## src/rtl/serprog_pkg.sv

```systemverilog
package serprog_pkg;
  localparam int WORD_W  = 24;
  localparam int RATIO_W = 16;
  localparam int INC_W   = 3;
  localparam int REF_W   = 10;
  localparam int TAP_W   = 2;
  localparam int DAC_W   = 8;
  localparam int AUX_W   = 14;
  localparam int SEL_W   = 2;
  localparam int PWR_W   = 8;
  localparam int MCODE_W = 2;
  localparam int MDIV_W  = 4;
  localparam int MBASE   = 6;

  typedef enum logic [2:0] {W_NONE, W_MAIN, W_REF, W_AUX, W_TX} wsel_t;

  typedef struct packed {
    logic               mod5;
    logic [INC_W-1:0]   inc;
    logic [RATIO_W-1:0] ratio;
  } main_cfg_t;

  typedef struct packed {
    logic [REF_W-1:0] ref_ratio;
    logic [TAP_W-1:0] main_tap;
    logic [TAP_W-1:0] aux_tap;
  } ref_cfg_t;

  typedef struct packed {
    logic [AUX_W-1:0] aux_ratio;
    logic [SEL_W-1:0] cp;
    logic [SEL_W-1:0] lock_sel;
    logic             main_pwr;
    logic             aux_pwr;
  } aux_cfg_t;

  typedef struct packed {
    logic [PWR_W-1:0]   pwr_code;
    logic [MCODE_W-1:0] mcode;
    logic               se;
    logic               tm;
    logic               ad;
    logic               sm1;
    logic               sm2;
  } tx_cfg_t;

  localparam main_cfg_t MAIN_RST = '{mod5: 1'b0, inc: '0, ratio: 16'd2048};
  localparam ref_cfg_t  REF_RST  = '{ref_ratio: 10'd81, main_tap: '0, aux_tap: '0};
  localparam logic [DAC_W-1:0] DAC_RST = 8'd80;
  localparam aux_cfg_t  AUX_RST  = '{aux_ratio: 14'd1024, cp: '0, lock_sel: '0,
                                     main_pwr: 1'b0, aux_pwr: 1'b0};
  localparam tx_cfg_t   TX_RST   = '{pwr_code: '0, mcode: '0, se: 1'b0, tm: 1'b0,
                                     ad: 1'b0, sm1: 1'b0, sm2: 1'b0};

  function automatic wsel_t decode_word(input logic [WORD_W-1:0] w);
    case (w[WORD_W-1 -: 2])
      2'b00:   return W_MAIN;
      2'b01:   return W_REF;
      2'b10:   return W_AUX;
      default: return w[WORD_W-3] ? W_NONE : W_TX;
    endcase
  endfunction
endpackage

```

## src/rtl/sp_shift.sv

```systemverilog
module sp_shift #(
  parameter int W = 24
) (
  input  logic         clk,
  input  logic         rst_n,
  input  logic         sclk,
  input  logic         sdat,
  input  logic         stb,
  output logic [W-1:0] word,
  output logic         stb_rise,
  output logic         stb_fall
);
  logic         sclk_q, stb_q;
  logic         shift_en;
  logic [W-1:0] word_d;

  always_comb begin
    shift_en = !stb && sclk && !sclk_q;
    word_d   = shift_en ? {sdat, word[W-1:1]} : word;
  end

  always_ff @(posedge clk or negedge rst_n) begin
    if (!rst_n) begin
      word   <= '0;
      sclk_q <= 1'b0;
      stb_q  <= 1'b0;
    end else begin
      sclk_q <= sclk;
      stb_q  <= stb;
      if (shift_en) word <= word_d;
    end
  end

  assign stb_rise = stb && !stb_q;
  assign stb_fall = !stb && stb_q;
endmodule

```

## src/rtl/sp_regs.sv

```systemverilog
module sp_regs
  import serprog_pkg::*;
(
  input  logic                    clk,
  input  logic                    rst_n,
  input  logic [WORD_W-1:0]       word,
  input  logic                    stb,
  input  logic                    stb_rise,
  input  logic                    div_sync,
  output main_cfg_t               main_cfg,
  output ref_cfg_t                ref_cfg,
  output logic [DAC_W-1:0]        dac,
  output aux_cfg_t                aux_cfg,
  output tx_cfg_t                 tx_cfg,
  output logic                    speedup,
  output logic                    d_done
);
  wsel_t            wsel;
  logic             ld_main, ld_ref, ld_aux, ld_tx, a_commit;
  logic             a_pend, a_pend_d, speedup_d, d_done_d;
  main_cfg_t        main_stage, main_stage_d;
  logic [DAC_W-1:0] dac_tmp, dac_tmp_d;
  ref_cfg_t         ref_d;
  aux_cfg_t         aux_d;
  tx_cfg_t          tx_d;

  always_comb begin
    wsel     = decode_word(word);
    ld_main  = stb_rise && (wsel == W_MAIN);
    ld_ref   = stb_rise && (wsel == W_REF);
    ld_aux   = stb_rise && (wsel == W_AUX);
    // one-shot guard: at most one transmit load per strobe-high period
    ld_tx    = stb && (wsel == W_TX) && !d_done;
    a_commit = a_pend && stb && div_sync;

    main_stage_d = '{mod5: word[21], inc: word[20:18], ratio: word[17:2]};
    ref_d        = '{ref_ratio: word[21:12], main_tap: word[11:10], aux_tap: word[9:8]};
    dac_tmp_d    = word[7:0];
    aux_d        = '{aux_ratio: word[21:8], cp: word[7:6], lock_sel: word[5:4],
                     main_pwr: word[3], aux_pwr: word[2]};
    tx_d         = '{pwr_code: word[20:13], mcode: word[12:11], se: word[10],
                     tm: word[9], ad: word[8], sm1: word[7], sm2: word[6]};

    if (!stb)          a_pend_d = 1'b0;
    else if (ld_main)  a_pend_d = 1'b1;
    else if (a_commit) a_pend_d = 1'b0;
    else               a_pend_d = a_pend;

    speedup_d = stb && (speedup || a_commit);
    d_done_d  = stb && (d_done || ld_tx);
  end

  always_ff @(posedge clk or negedge rst_n) begin
    if (!rst_n) begin
      main_stage <= MAIN_RST;
      main_cfg   <= MAIN_RST;
      ref_cfg    <= REF_RST;
      dac_tmp    <= DAC_RST;
      dac        <= DAC_RST;
      aux_cfg    <= AUX_RST;
      tx_cfg     <= TX_RST;
      a_pend     <= 1'b0;
      speedup    <= 1'b0;
      d_done     <= 1'b0;
    end else begin
      if (ld_main)  main_stage <= main_stage_d;
      if (a_commit) main_cfg   <= main_stage;
      if (ld_ref)   ref_cfg    <= ref_d;
      if (ld_ref)   dac_tmp    <= dac_tmp_d;
      if (a_commit) dac        <= dac_tmp;
      if (ld_aux)   aux_cfg    <= aux_d;
      if (ld_tx)    tx_cfg     <= tx_d;
      a_pend  <= a_pend_d;
      speedup <= speedup_d;
      d_done  <= d_done_d;
    end
  end
endmodule

```

## src/rtl/sp_txen.sv

```systemverilog
module sp_txen (
  input  logic clk,
  input  logic rst_n,
  input  logic tx_en,
  input  logic stb_fall,
  input  logic arm,
  output logic syn_en
);
  logic txen_q, tx_fall, syn_d;

  always_comb begin
    tx_fall = !tx_en && txen_q;
    if (tx_fall)               syn_d = 1'b0;
    else if (stb_fall && arm)  syn_d = 1'b1;
    else                       syn_d = syn_en;
  end

  always_ff @(posedge clk or negedge rst_n) begin
    if (!rst_n) begin
      txen_q <= 1'b0;
      syn_en <= 1'b0;
    end else begin
      txen_q <= tx_en;
      syn_en <= syn_d;
    end
  end
endmodule

```

## src/rtl/serprog_bank.sv

```systemverilog
module serprog_bank
  import serprog_pkg::*;
#(
  parameter int SYNC_STAGES = 2
) (
  input  logic               clk,
  input  logic               rst_n,
  input  logic               ser_clk,
  input  logic               ser_data,
  input  logic               ser_stb,
  input  logic               tx_en,
  input  logic               div_sync,
  output logic               frac_mod5,
  output logic [INC_W-1:0]   frac_inc,
  output logic [RATIO_W-1:0] main_ratio,
  output logic [REF_W-1:0]   ref_ratio,
  output logic [TAP_W-1:0]   main_tap,
  output logic [TAP_W-1:0]   aux_tap,
  output logic [DAC_W-1:0]   frac_dac,
  output logic [AUX_W-1:0]   aux_ratio,
  output logic [SEL_W-1:0]   cp_ratio,
  output logic [SEL_W-1:0]   lock_sel,
  output logic               main_pwr,
  output logic               aux_pwr,
  output logic [PWR_W-1:0]   pwr_code,
  output logic [MDIV_W-1:0]  mdiv,
  output logic               offs_en,
  output logic               dual_sel,
  output logic               digital_mode,
  output logic               txlo_on,
  output logic               rclk_on,
  output logic               speedup,
  output logic               syn_en
);
  logic [SYNC_STAGES-1:0] rst_pipe;
  logic                   rst_q_n;
  logic [WORD_W-1:0]      sr_word;
  logic                   stb_rise, stb_fall, d_done;
  main_cfg_t              main_cfg;
  ref_cfg_t               ref_cfg;
  aux_cfg_t               aux_cfg;
  tx_cfg_t                tx_cfg;

  // asynchronous assertion, synchronous release
  genvar g;
  generate
    for (g = 0; g < SYNC_STAGES; g++) begin : g_rst
      always_ff @(posedge clk or negedge rst_n) begin
        if (!rst_n) rst_pipe[g] <= 1'b0;
        else        rst_pipe[g] <= (g == 0) ? 1'b1 : rst_pipe[(g == 0) ? 0 : g-1];
      end
    end
  endgenerate
  assign rst_q_n = rst_pipe[SYNC_STAGES-1];

  sp_shift #(.W(WORD_W)) u_shift (
    .clk(clk), .rst_n(rst_q_n), .sclk(ser_clk), .sdat(ser_data), .stb(ser_stb),
    .word(sr_word), .stb_rise(stb_rise), .stb_fall(stb_fall)
  );

  sp_regs u_regs (
    .clk(clk), .rst_n(rst_q_n), .word(sr_word), .stb(ser_stb), .stb_rise(stb_rise),
    .div_sync(div_sync), .main_cfg(main_cfg), .ref_cfg(ref_cfg), .dac(frac_dac),
    .aux_cfg(aux_cfg), .tx_cfg(tx_cfg), .speedup(speedup), .d_done(d_done)
  );

  sp_txen u_txen (
    .clk(clk), .rst_n(rst_q_n), .tx_en(tx_en), .stb_fall(stb_fall),
    .arm(d_done && tx_cfg.se), .syn_en(syn_en)
  );

  always_comb begin
    frac_mod5    = main_cfg.mod5;
    frac_inc     = main_cfg.inc;
    main_ratio   = main_cfg.ratio;
    ref_ratio    = ref_cfg.ref_ratio;
    main_tap     = ref_cfg.main_tap;
    aux_tap      = ref_cfg.aux_tap;
    aux_ratio    = aux_cfg.aux_ratio;
    cp_ratio     = aux_cfg.cp;
    lock_sel     = aux_cfg.lock_sel;
    main_pwr     = aux_cfg.main_pwr;
    aux_pwr      = aux_cfg.aux_pwr;
    pwr_code     = tx_cfg.pwr_code;
    mdiv         = MDIV_W'(MBASE) + {{(MDIV_W-MCODE_W){1'b0}}, tx_cfg.mcode};
    offs_en      = tx_cfg.se;
    dual_sel     = tx_cfg.tm;
    digital_mode = tx_cfg.ad;
    txlo_on      = tx_cfg.sm1;
    rclk_on      = tx_cfg.sm2;
  end
endmodule

```

## config.mk

```make
export PLATFORM = sky130hd
export DESIGN_NAME = serprog_bank
export DESIGN_NICKNAME = d
export VERILOG_FILES = /design/src/rtl/serprog_pkg.sv /design/src/rtl/sp_shift.sv /design/src/rtl/sp_regs.sv /design/src/rtl/sp_txen.sv /design/src/rtl/serprog_bank.sv
export SDC_FILE = /design/constraint.sdc
export NUM_CORES = 1
export LEC_CHECK = 0
export ABC_AREA = 1
export BUFFER_PORTS_ARGS = -buffer_cell sky130_fd_sc_hd__buf_4
export CELL_PAD_IN_SITES_DETAIL_PLACEMENT = 0
export CELL_PAD_IN_SITES_GLOBAL_PLACEMENT = 1
export CORE_ASPECT_RATIO = 1.75
export CORE_MARGIN = 5
export CORE_UTILIZATION = 40
export DETAILED_ROUTE_END_ITERATION = 12
export GPL_ROUTABILITY_DRIVEN = 0
export GPL_TIMING_DRIVEN = 0
export MAX_ROUTING_LAYER = met4
export PLACE_DENSITY_LB_ADDON = 0.1
export REMOVE_ABC_BUFFERS = 1
export SLEW_MARGIN = 10
export SYNTH_ARGS = -nofsm -noshare
export SYNTH_HDL_FRONTEND = slang
export SYNTH_SLANG_ARGS = --single-unit
```

## constraint.sdc

```tcl
create_clock -name clk -period 13 [get_ports clk]
set_input_delay 3.9 -clock clk [delete_from_list [all_inputs] [get_ports clk]]
set_output_delay 3.9 -clock clk [all_outputs]
set_load 0.02 [all_outputs]
```

-- Yosys cells after proc, flatten, opt, wreduce, memory -nomap -nowiden
Index checks and enable logic that the tools add are counted.
- flip-flop bits (word level): 138
- input port bits: 7
- output and inout port bits: 81
- logic and storage cells: 73
- add/sub/neg operators: 1
- equality and inequality tests: 7
- mux-type cells: 7
- reductions and logical operators: 25
- operators with widths (operator ; number):
    $logic_and 1x1->1 ; 16
    $pmux 3 s3 ; 1
    $eq 3x2->1 const B ; 2
    $logic_not 1->1 ; 5
    $mux 1 ; 5
    $add 3x2->4 const A ; 1
    $eq 3x1->1 const B ; 1
    $eq 3x3->1 const B ; 1
    $mux 3 ; 1
    $ne 3x1->1 const B ; 1
    $eq 2x1->1 const B ; 1
    $eq 2x2->1 const B ; 1
    $logic_not 2->1 ; 1
    $logic_or 1x1->1 ; 2
    $reduce_bool 2->1 ; 1

-- Depth between registers and ports, before layout
- word-level depth: 7
- depth in mapped cells: 6

-- By module
From an unflattened synthesis, not the netlist that was laid out.
- cells, all modules: 554
- area total of the unflattened synthesis: 5372.7 um^2
- modules (own cells, without submodules) (module ; instances ; cells each ; area each (um^2)):
    sp_regs ; 1 ; 425 ; 4117.7
    sp_shift ; 1 ; 113 ; 1106.1
    sp_txen ; 1 ; 9 ; 76.3
    serprog_bank ; 1 ; 7 ; 72.6

-- Worst setup path before layout
Ideal clock, no wire load.
- kind: reg2out
- start: register u_regs.tx_cfg[6] (netlist name)
- end: output port mdiv[2]
- arrival time: 0.810 ns
- required time: 9.100 ns
- path slack: 8.290 ns
- stages on the path, launching flop included: 3
- path buffers: 1
- cells stage by stage: dfrtp_1 -> inv_1 -> buf_4
- longest elaborated chain between the ends: 1
- ends and longest elaborated chain (item ; RTL line ; RTL):
    $add 3x2->4 ; serprog_bank.sv:85 ; mdiv = MDIV_W'(MBASE) + {{(MDIV_W-MCODE_W){1'b0}}, tx_cfg.mcode};
    end, declared ; serprog_bank.sv:26 ; output logic [MDIV_W-1:0] mdiv,
Every way passes these cells.

-- Final worst setup path
- start: input port ser_stb
- end: register u_regs.ref_cfg[6] (netlist name)
- longest elaborated chain between the ends: 2
- ends and longest elaborated chain (item ; RTL line ; RTL):
    start, declared ; serprog_bank.sv:10 ; input logic ser_stb,
    $logic_and 1x1->1 ; sp_shift.sv:34 ; assign stb_rise = stb && !stb_q;
    $logic_and 1x1->1 ; sp_regs.sv:30 ; ld_ref = stb_rise && (wsel == W_REF);
Every way passes these cells.
A chain may end at the register's enable or synchronous reset.

==> out/results.tsv <==
metric	value	unit
vias in the first global route	3646	
Starting Density	40.6	%
ant diodes	0	
clock network fraction of total power	29.7	%
top cell type's share of synthesized area	61.0	%
P_sw	537	uW
Setup violations, final	0	
worst stage delay on the critical path	820	ps
crit-path max FO	43	
Compound-Gate Fraction of Synth Area	12.6	%
CP Data Required Time	13310	ps
Post-Synth XOR/XNOR Area	0	%
vias	3596	
Post-Syn Area	5260	um^2
die width	96.6	um
FF-to-FF End	u_regs.ref_cfg[6]$_DFFE_PN0P_	
most frequent cells after synthesis	151 x nand2_1, 128 x dfrtp_1, 56 x inv_1	
worst IR drop on VDD	0.108	mV
simple-gate area share of the yosys netlist	14.0	%
synthesized instance count	520	
number of port buffers	87	
# fillers	1297	
Layout Utilization	51.3	%
total negative slack	0	ps
Avg WL per Cell	14.3	um
final worst-path cycle share	38.9	%
FF-to-FF path depth	5	
CTS Hold Bufs	0	
H-Tree Depth	4	
adder-cell area share of the yosys netlist	0	%
Synth async-reset ratio	100	%
cells along the critical path	buf_4 > inv_2 > nor2_4 > nand2_2 > nand2_1 > o21ai_2	
setup bufs post-CTS	0	
hpwl dp	7.40	mm
sequential standard cell area	3470	um^2
mux cell area share after synthesis	0	%
crit start category	primary input	
CTS tree	yes	
Slew Limit Fails	0	
Reg2Reg Setup Slack	11130	ps
Worst-Skew Late Latency	410	ps
worst setup path end	u_regs.ref_cfg[6]$_DFFE_PN0P_	
design area	6640	um^2
Hold WC Path Type	flip-flop to async pin	
area of the die	15600	um^2
reg-to-reg startpoint	u_shift.word[22]$_DFFE_PN0P_	
Syn Area/Cell	10.1	um^2
Multi-input gate area	1410	um^2
count leader, synth	nand2_1	
post-CTS sizing	0	
Lkg Pwr	0.00321	uW
placed cells	755	
clock skew	11.1	ps
Final Critical Period	5050	ps
Netlist cell types	23	
global route overflow	0	
Top FF cell, synth	dfrtp_1	
nets	610	
Synth Warn #	0	
main combinational cell family by area after synthesis	simple AND/OR/NAND/NOR gates	
Flop pwr share	41.5	%
top cell type by total area after synthesis	dfrtp_1	
Max-slew headroom	23.4	%
vias per cell	4.57	
CP max stage cell	nand2_2	
total clock sinks	138	
CTS Buf Count	17	
area of the core	12900	um^2
fin cells	787	
maximum root-to-sink buffer count	2	
total power	1580	uW
drt total wl	11.3	mm
Starting DRT DRC Count	104	
DRC Markers	0	
sequential share of the synthesized area	66.0	%
RSZ-0062 raised after global routing	no	
Routed Antenna Nets	0	
total track usage	15.5	%
Post-synth EDFFs	0	
Pint	1050	uW
synth top area cells	dfrtp_1 61%, nand2_1 11%, o21ai_1 5.1%	
share of cells above drive strength 1	26.3	%
first-pass GRT wire length	18.7	mm
pin count of the biggest net entering global routing	55	
Fmax	0.198	GHz
Worst Path Arrival	5360	ps
Worst Tran Pin Value	1140	ps
initial antenna violation count	0	
Area Growth Syn to Fin	26.3	%
Final Hold Vio Count	0	
CP Capture Type	flip-flop	
Worst Setup Path Type	primary input to flip-flop	
Max Cap Viol	0	
Setup crit start	ser_stb	
Die Y	162	um
Net Sw Frac	33.9	%
io pins	88	
Area after DPL	6060	um^2
cell row count	55	
Clk pin slew, worst setup/hold paths	60	ps
CTS root buf	clkbuf_16	
drt pass-1 iters	4	
post-synthesis register bit count	138	
status	finished, final reports clean	
pwr/cell area	238	nW/um^2
Combinational Power Share	28.8	%
==> power by group through the flow <==
stage | Sequential [uW] | Clock, uW | Combinational (uW)
2_1_floorplan | 766 | 0 | 152
3_3_place_gp | 668 | 0 | 448
3_5_place_dp | 665 | 0 | 466
4_1_cts | 660 | 480 | 467
5_1_grt | 677 | 500 | 502
6_report | 658 | 470 | 456
==> layout make-up <==
| cell class | count | area share (%) |
|---|---|---|
| Clock buffer | 19 | 6.52 |
| Timing Repair Buffer | 91 | 11.4 |
| Inverter | 58 | 3.28 |
| Sequential cell | 138 | 52.3 |
| Tap cell | 171 | 3.22 |
| Clock inverter | 13 | 2.17 |
| Multi-Input combinational cell | 297 | 21.2 |
==> sequential cells by signal (all words and copies together) (netlist names) <==
signal and flops:
u_txen.txen_q 1, u_regs.aux_cfg 20, u_regs.main_cfg 20, u_regs.d_done 1, u_shift.word 24, u_regs.dac_tmp 8, u_regs.speedup 1, u_txen.syn_en 1
u_regs.dac 8, rst_pipe 1, u_regs.ref_cfg 14, rst_q_n 1, u_regs.a_pend 1, u_shift.stb_q 1, u_regs.tx_cfg 15, u_shift.sclk_q 1
u_regs.main_stage 20
==> per-stage QoR <==
step                      hold WS, ps  worst slack [ps]
final                             279              7950
after global routing              335              7760
after CTS                         307              7930
after detailed placement          299              7530
after global placement            340              6610
after floorplan                   331              7670
==> worst min path at each step <==
stage                          startpoint                             end  slack [ps]
finish                  rst_q_n$_DFF_PN0_  u_regs.aux_cfg[19]$_DFFE_PN0P_         280
global route            rst_q_n$_DFF_PN0_  u_regs.aux_cfg[19]$_DFFE_PN0P_         330
CTS                     rst_q_n$_DFF_PN0_  u_regs.aux_cfg[19]$_DFFE_PN0P_         310
global placement    rst_pipe[0]$_DFF_PN0_               rst_q_n$_DFF_PN0_         340
floorplan           rst_pipe[0]$_DFF_PN0_               rst_q_n$_DFF_PN0_         330
detailed placement      rst_q_n$_DFF_PN0_  u_regs.ref_cfg[13]$_DFFE_PN0P_         300
==> routing by layer <==
metal  global-route usage (%)  vias to the layer above  part of all wire (%)
met4                     4.98                        0                   1.2
met2                     26.3                       83                    52
met1                     17.7                     1691                    43
li1                         -                     1809                     -
met5                        -                        -                     0
met3                     4.49                       13                   4.2
==> layout by cell type, fill, tap and decap left out <==
master	count
buf_12	1
dfrtp_1	127
nor2_4	2
buf_16	3
nand3_2	2
inv_6	4
nand3b_2	1
buf_4	87
clkinv_4	1
o21ai_2	21
clkinv_2	2
dfrtp_4	1
bufinv_16	2
nand2_2	3
dfstp_2	10
clkinvlp_4	4
o21ai_0	39
conb_1	1
clkinv_1	1
nand3_1	16
o21ai_1	54
clkbuf_16	17
nor2_1	5
nand4_1	1
clkbuf_1	2
o22ai_1	1
a21oi_1	1
nand2_1	150
inv_2	1
inv_1	56
==> cell families (layout without fill, tap and decap cells) <==
family / after synthesis / count (layout)
other cells: 1 / 1
flops: 138 / 138
simple gates: 180 / 180
compound gates: 116 / 116
buf+inv: 85 / 181
==> critical path: cells and delay by family <==
family / cells / cell delay [ps]
compound gates: 1 / 110
simple gates: 3 / 1060
buf+inv: 2 / 270
No activity file was read; power rests on OpenSTA's default activity.
